--- config.mk ---
export PLATFORM = sky130hd
export DESIGN_NAME = wide_write_collector
export DESIGN_NICKNAME = d
export VERILOG_FILES = /design/src/rtl/wwc_pkg.sv /design/src/rtl/wwc_decode.sv /design/src/rtl/wwc_gather.sv /design/src/rtl/wwc_out_stage.sv /design/src/rtl/wide_write_collector.sv
export SDC_FILE = /design/constraint.sdc
export NUM_CORES = 1
export LEC_CHECK = 0
export ABC_AREA = 1
export ABC_CLOCK_PERIOD_IN_PS = 4900
export BUFFER_PORTS_ARGS = -buffer_cell sky130_fd_sc_hd__buf_4
export CAP_MARGIN = 10
export CORE_MARGIN = 8
export CORE_UTILIZATION = 55
export CTS_BUF_LIST = sky130_fd_sc_hd__clkbuf_16
export CTS_CLUSTER_DIAMETER = 200
export DETAILED_ROUTE_END_ITERATION = 8
export PLACE_DENSITY = 0.78
export SETUP_SLACK_MARGIN = 0.5
export SYNTH_ARGS = -nofsm -noshare
export SYNTH_HDL_FRONTEND = slang
export SYNTH_SLANG_ARGS = --single-unit
--- constraint.sdc ---
create_clock -name clk -period 4.9 [get_ports clk]
set_input_delay 0.735 -clock clk [delete_from_list [all_inputs] [get_ports clk]]
set_output_delay 0.735 -clock clk [all_outputs]
set_load 0.02 [all_outputs]
--- src/rtl/wwc_pkg.sv ---
package wwc_pkg;

    localparam int DW         = 32;
    localparam int LANES      = 4;
    localparam int REG_W      = DW * LANES;
    localparam int PAGE_SHIFT = 13;
    localparam int LANE_W     = $clog2(LANES);

    localparam logic [PAGE_SHIFT-1:0] OFF_DIRECT = 13'h400;
    localparam logic [PAGE_SHIFT-1:0] OFF_TIMER  = 13'h420;
    localparam logic [PAGE_SHIFT-1:0] OFF_PTR_A  = 13'h830;
    localparam logic [PAGE_SHIFT-1:0] OFF_PTR_B  = 13'hA10;

    typedef enum logic [1:0] {
        KIND_PLAIN  = 2'd0,
        KIND_PTR    = 2'd1,
        KIND_DIRECT = 2'd2
    } wkind_e;

    typedef struct packed {
        wkind_e              kind;
        logic [LANE_W-1:0]   lane;
        logic                clears;
    } wreq_t;

    function automatic wkind_e classify(input logic [PAGE_SHIFT-1:0] off);
        wkind_e k;
        if (off[PAGE_SHIFT-1:2] == OFF_DIRECT[PAGE_SHIFT-1:2] ||
            off[PAGE_SHIFT-1:2] == OFF_TIMER[PAGE_SHIFT-1:2])
            k = KIND_DIRECT;
        else if (off[PAGE_SHIFT-1:4] == OFF_PTR_A[PAGE_SHIFT-1:4] ||
                 off[PAGE_SHIFT-1:4] == OFF_PTR_B[PAGE_SHIFT-1:4])
            k = KIND_PTR;
        else
            k = KIND_PLAIN;
        return k;
    endfunction

    function automatic logic [LANES-1:0] lane_bit(input logic [LANE_W-1:0] l);
        return LANES'(1) << l;
    endfunction

endpackage

--- src/rtl/wwc_decode.sv ---
module wwc_decode
    import wwc_pkg::*;
#(
    parameter int ADDR_W       = 16,
    parameter bit TIMER_CLEARS = 1'b1
) (
    input  logic [ADDR_W-1:0] addr,
    output wreq_t             req,
    output logic [ADDR_W-1:0] base
);
    localparam int PAGE_W = ADDR_W - PAGE_SHIFT;

    logic [PAGE_SHIFT-1:0] off;
    logic [PAGE_W-1:0]     page;
    logic                  timer_hit;

    assign off  = addr[PAGE_SHIFT-1:0];
    assign page = addr[ADDR_W-1:PAGE_SHIFT];
    assign base = {addr[ADDR_W-1:4], 4'b0000};

    generate
        if (TIMER_CLEARS) begin : g_timer_clear
            assign timer_hit = (off[PAGE_SHIFT-1:2] == OFF_TIMER[PAGE_SHIFT-1:2]) &&
                               (page == '0);
        end else begin : g_timer_keep
            assign timer_hit = 1'b0;
        end
    endgenerate

    always_comb begin
        req.kind   = classify(off);
        req.lane   = addr[3:2];
        req.clears = timer_hit;
    end
endmodule

--- src/rtl/wwc_gather.sv ---
module wwc_gather
    import wwc_pkg::*;
#(
    parameter int ADDR_W = 16
) (
    input  logic              clk,
    input  logic              rst,
    input  logic              req_valid,
    input  wreq_t             req,
    input  logic [ADDR_W-1:0] req_base,
    input  logic [DW-1:0]     req_data,
    output logic              fire,
    output logic [ADDR_W-1:0] fire_base,
    output logic [REG_W-1:0]  fire_data,
    output logic              drop
);
    logic [LANES-1:0]  mask_q, mask_d;
    logic [ADDR_W-1:0] base_q, base_d;
    logic [DW-1:0]     lane_q [LANES];
    logic [LANES-1:0]  lane_we;
    logic [REG_W-1:0]  merged;
    logic              occupied, same_reg, accept, low_full;
    logic [LANES-1:0]  sel;

    assign occupied = (mask_q != '0);
    assign same_reg = (base_q == req_base);
    assign sel      = lane_bit(req.lane);
    assign low_full = same_reg && (mask_q[LANES-2:0] == '1);

    always_comb begin
        mask_d  = mask_q;
        base_d  = base_q;
        accept  = 1'b0;
        drop    = 1'b0;
        fire    = 1'b0;
        if (req_valid) begin
            unique case (req.kind)
                KIND_PLAIN: begin
                    accept = 1'b1;
                    base_d = req_base;
                    mask_d = (occupied && !same_reg) ? sel : (mask_q | sel);
                    if (mask_d == '1) begin
                        fire   = 1'b1;
                        mask_d = '0;
                    end
                end
                KIND_PTR: begin
                    if (req.lane == LANE_W'(LANES-1)) begin
                        fire   = 1'b1;
                        mask_d = '0;
                        base_d = req_base;
                    end else if (occupied && !same_reg) begin
                        drop = 1'b1;
                    end else begin
                        accept = 1'b1;
                        base_d = req_base;
                        mask_d = mask_q | sel;
                    end
                end
                KIND_DIRECT: begin
                    if (req.clears) mask_d = '0;
                end
                default: ;
            endcase
        end
    end

    genvar gi;
    generate
        for (gi = 0; gi < LANES; gi++) begin : g_lane
            assign lane_we[gi] = accept && sel[gi];
            always_ff @(posedge clk) begin
                if (rst)               lane_q[gi] <= '0;
                else if (lane_we[gi])  lane_q[gi] <= req_data;
            end
            if (gi == LANES - 1) begin : g_top
                assign merged[gi*DW +: DW] = sel[gi] ? req_data : lane_q[gi];
            end else begin : g_low
                always_comb begin
                    if (req.kind == KIND_PTR)
                        merged[gi*DW +: DW] = low_full ? lane_q[gi] : '0;
                    else
                        merged[gi*DW +: DW] = sel[gi] ? req_data : lane_q[gi];
                end
            end
        end
    endgenerate

    assign fire_base = req_base;
    assign fire_data = merged;

    always_ff @(posedge clk) begin
        if (rst) begin
            mask_q <= '0;
            base_q <= '0;
        end else begin
            mask_q <= mask_d;
            base_q <= base_d;
        end
    end

    AST_EMPTY_AFTER_FIRE: assert property (@(posedge clk) disable iff (rst)
        fire |=> (mask_q == '0));
    AST_DROP_HOLDS_STATE: assert property (@(posedge clk) disable iff (rst)
        drop |=> ($stable(mask_q) && $stable(base_q)));
    AST_PLAIN_NEEDS_FULL: assert property (@(posedge clk) disable iff (rst)
        (fire && req.kind == KIND_PLAIN && occupied && same_reg) |->
            ($countones(mask_q | sel) == LANES));
endmodule

--- src/rtl/wwc_out_stage.sv ---
module wwc_out_stage
    import wwc_pkg::*;
#(
    parameter int ADDR_W = 16
) (
    input  logic              clk,
    input  logic              rst,
    input  logic              c_fire,
    input  logic [ADDR_W-1:0] c_addr,
    input  logic [REG_W-1:0]  c_data,
    input  logic              d_fire,
    input  logic [ADDR_W-1:0] d_addr,
    input  logic [DW-1:0]     d_data,
    output logic              commit_valid,
    output logic [ADDR_W-1:0] commit_addr,
    output logic [REG_W-1:0]  commit_data,
    output logic              direct_valid,
    output logic [ADDR_W-1:0] direct_addr,
    output logic [DW-1:0]     direct_data
);
    always_ff @(posedge clk) begin
        if (rst) begin
            commit_valid <= 1'b0;
            commit_addr  <= '0;
            commit_data  <= '0;
            direct_valid <= 1'b0;
            direct_addr  <= '0;
            direct_data  <= '0;
        end else begin
            commit_valid <= c_fire;
            direct_valid <= d_fire;
            if (c_fire) begin
                commit_addr <= c_addr;
                commit_data <= c_data;
            end
            if (d_fire) begin
                direct_addr <= d_addr;
                direct_data <= d_data;
            end
        end
    end
endmodule

--- src/rtl/wide_write_collector.sv ---
module wide_write_collector
    import wwc_pkg::*;
#(
    parameter int ADDR_W       = 16,
    parameter bit TIMER_CLEARS = 1'b1
) (
    input  logic              clk,
    input  logic              rst,
    input  logic              wr_valid,
    input  logic [ADDR_W-1:0] wr_addr,
    input  logic [31:0]       wr_data,
    output logic              commit_valid,
    output logic [ADDR_W-1:0] commit_addr,
    output logic [127:0]      commit_data,
    output logic              direct_valid,
    output logic [ADDR_W-1:0] direct_addr,
    output logic [31:0]       direct_data
);
    wreq_t             req;
    logic [ADDR_W-1:0] req_base;
    logic              fire, drop, dfire;
    logic [ADDR_W-1:0] fire_base;
    logic [REG_W-1:0]  fire_data;

    wwc_decode #(.ADDR_W(ADDR_W), .TIMER_CLEARS(TIMER_CLEARS)) u_decode (
        .addr (wr_addr),
        .req  (req),
        .base (req_base)
    );

    wwc_gather #(.ADDR_W(ADDR_W)) u_gather (
        .clk       (clk),
        .rst       (rst),
        .req_valid (wr_valid),
        .req       (req),
        .req_base  (req_base),
        .req_data  (wr_data),
        .fire      (fire),
        .fire_base (fire_base),
        .fire_data (fire_data),
        .drop      (drop)
    );

    assign dfire = wr_valid && (req.kind == KIND_DIRECT);

    wwc_out_stage #(.ADDR_W(ADDR_W)) u_out (
        .clk          (clk),
        .rst          (rst),
        .c_fire       (fire),
        .c_addr       (fire_base),
        .c_data       (fire_data),
        .d_fire       (dfire),
        .d_addr       ({wr_addr[ADDR_W-1:2], 2'b00}),
        .d_data       (wr_data),
        .commit_valid (commit_valid),
        .commit_addr  (commit_addr),
        .commit_data  (commit_data),
        .direct_valid (direct_valid),
        .direct_addr  (direct_addr),
        .direct_data  (direct_data)
    );

    AST_COMMIT_FOLLOWS_WRITE: assert property (@(posedge clk) disable iff (rst)
        commit_valid |-> $past(wr_valid));
    AST_COMMIT_ALIGNED: assert property (@(posedge clk) disable iff (rst)
        commit_valid |-> (commit_addr[3:0] == 4'h0));
    AST_PTR_TOP_COMMITS: assert property (@(posedge clk) disable iff (rst)
        (wr_valid && req.kind == KIND_PTR && wr_addr[3:2] == 2'b11) |=> commit_valid);
    AST_DIRECT_BYPASS: assert property (@(posedge clk) disable iff (rst)
        (wr_valid && req.kind == KIND_DIRECT) |=> (direct_valid && !commit_valid));
    AST_DROP_NO_COMMIT: assert property (@(posedge clk) disable iff (rst)
        drop |=> !commit_valid);
endmodule

==> impl_metrics.yaml <==
global_routing:
  grt_max_degree: 129
  antenna_found_initial: 0
  grt_pass1_vias: 12400
  grt_pass1_wl_um: 67000
  grt_usage: 0.250
  grt_overflow: 0
critical_path:
  max_stage_delay_ns: 0.91
  crit_required_ns: 5.12
  reg2reg_depth: 11
  worstSetupStartpointType: "primary input"
  path_class: "primary input to register"
  worstPathCellList: "buf_4, nor4_1, nand3_4, inv_1, o21ai_2, nand2_1, nor2_1, nand2_1, nor2_1"
  r2r-start: "u_gather.base_q[11]"
  path_max_fanout: 32
  reg2reg_to: "u_gather.lane_q[2][12]"
  arrival_ns: 3.48
  crit_path_end_kind: "register"
  slowest_stage: "nand2_1"
  rrSetupSlack_ns: 1.90
placed_design:
  place.port_buffers: 236
  dp.cells: 2305
  hpwlAfterDp_um: 26100
  gp_congestion: 0.806
timing:
  finalCriticalPeriod_ns: 3.25
  worst_slew_margin_rel: 0.183
  hold-worst-slack_ns: 0.436
  timing.setup.tns_ns: 0
  fin_skew_ns: 0.0111
  fmax_mhz: 308
  slew_violations: 0
  setup_viol: 0
  grt_setup_unrepaired: "no"
  worst_pin_slew_ns: 1.22
  finalHoldViolCount: 0
  final.period_utilization: 0.664
yosys:
  syn_area_um2: 14800
  async_flop_share: 0
  synth_area_leaders: "dfxtp_1 (28%), edfxtp_1 (26%), nand2_1 (9.3%)"
  synth_cell_types: 29
  synth-edff-count: 128
  synth_ff_type: "dfxtp_1"
  netlist_instances: 1859
  ys_warn_count: 0
  synth_top_area_frac: 0.275
  yosysSeqAreaShare: 0.534
  yosys.area.top_type: "dfxtp_1"
  synth_seq_cells: 332
  synth_area_per_cell_um2: 7.99
worst_hold_path:
  min-delay-start: "u_out.direct_addr[7]"
  hold_path.class: "register to register"
  holdPathStages: 2
  min_to: "u_out.direct_addr[7]"
clock_network:
  cts_sinks: 332
  cts_setup_buffers: 0
  ctsLongestPathBuffers: 3
  clock-root-buffer: "clkbuf_16"
  cts_hold_buf: 0
  cts_resized: 0
  cts_tree: "built"
  cts.clk_slew.worst_paths_ns: 0.06
  cts_htree_levels: 2
  numCtsBuffers: 37
  clock_latency_ns: 0.52
floorplanning:
  core_um2: 26700
  rows: 60
  initial_core_util: 0.555
  dieArea_um2: 32500
  fp.dieW_um: 180
  die_y_um: 180
  io_pins: 245
finish:
  drive_gt1_frac: 0.159
  nFillCells: 2254
  syn2layout_area_growth_pct: 19.3
  diodes: 0
  finish.net_count: 2055
  finalNonFillerCells: 2374
detailed_routing:
  first_pass_iters: 6
  viasPerCell: 5.59
  drc: 0
  ant_nets: 0
  drtIter0Drc: 1321
  wire_per_inst_um: 17.8
  via_count: 13300
  wl_um: 42300
power_and_ir_drop:
  p_total_mw: 6.06
  p_leak_nw: 7.85
  ir_worst_vdd_uv: 288
  p_per_area_nw_per_um2: 342
flow_run:
  drv_cap: 0
status:
  status: "finished, final reports clean"
power by group:
part | total [mW] | internal [mW] | switching [mW]
logic | 0.493 | 0.158 | 0.335
clock network | 2.56 | 1.47 | 1.09
registers | 3.01 | 2.96 | 0.0444
layout make-up:
cell class                      count  area (um^2)  share of cell area
Tap cell                          341          427              0.0241
Clock buffer                       40         1000              0.0565
Sequential cell                   332         7930               0.448
Clock inverter                     28          124             0.00699
Multi-Input combinational cell   1281         5910               0.333
Inverter                           99          377              0.0213
Timing Repair Buffer              253         1950               0.110
cell usage after synthesis, types with 2 or more instances:
cell type and n:
nor2_1 323, buf_4 19, clkbuf_1 82, inv_1 92
nand2_1 367, nor2_2 2, buf_6 9, o21ai_0 184
nand2_2 2, nand3_1 119, a21oi_1 163, inv_2 6
buf_1 23, dfxtp_1 204, edfxtp_1 128, nand4_1 7
buf_2 19, xnor2_1 4, a22oi_1 96
cells in the final DEF (no fill, tap or decap), types with 8 or more instances in the layout:
cell type and count:
nand3_1 118, edfxtp_1 128, dfxtp_1 204, clkbuf_16 40
inv_1 104, a22oi_1 96, nand2_1 365, nor2_1 322
clkinv_1 8, o21ai_0 180, a21oi_1 163, buf_4 249
worst max-delay path by stage:
| stage | cells after the start | endpoint | slack (ns) | startpoint |
|---|---|---|---|---|
| floorplan | 11 | u_gather.lane_q[0][0] | 0.51 | wr_addr[12] |
| global placement | 9 | u_out.commit_data[127] | 1.04 | wr_addr[10] |
| detailed placement | 9 | u_out.commit_data[122] | 0.96 | wr_addr[10] |
| CTS | 9 | u_out.commit_data[97] | 1.49 | wr_addr[10] |
| global route | 9 | u_gather.lane_q[2][12] | 1.43 | wr_addr[10] |
| finish | 9 | u_gather.lane_q[2][12] | 1.65 | wr_addr[10] |
worst max-delay path: cells and delay by family:
kind	cells	cell delay, ns
compound gates	1	0.09
buf+inv	2	0.33
simple gates	6	2.30
per-stage QoR:
stage / setup slack [ns] / util / cell area, um^2
floorplan: 0.507 / - / 14900
global placement: 1.04 / 0.620 / 16600
detailed placement: 0.958 / 0.620 / 16600
CTS: 1.49 / 0.662 / 17700
global route: 1.43 / 0.663 / 17700
finish: 1.65 / 0.663 / 17700
kinds of logic after synthesis:
logic type             synth area share
AND/OR/NAND/NOR                   0.221
AO/OA/AOI/OAI                     0.167
flip-flops                        0.534
buffers and inverters            0.0744
XOR/XNOR                        0.00295
other                          0.000253
registers in the layout, summed over array words and instances (netlist names):
| register | count |
|---|---|
| u_gather.mask_q | 4 |
| u_out.direct_addr | 14 |
| u_out.commit_addr | 12 |
| u_gather.base_q | 12 |
| u_out.commit_data | 128 |
| u_out.direct_valid | 1 |
| u_out.commit_valid | 1 |
| u_out.direct_data | 32 |
| u_gather.lane_q | 128 |
routing by layer:
metal,routed length [um],vias up,track usage
met1,18000,6156,0.326
li1,-,6487,-
met5,0,-,0
met3,4110,65,0.0732
met4,1060,0,0.0774
met2,19200,561,0.397
Power figures use the tool's default switching activity.
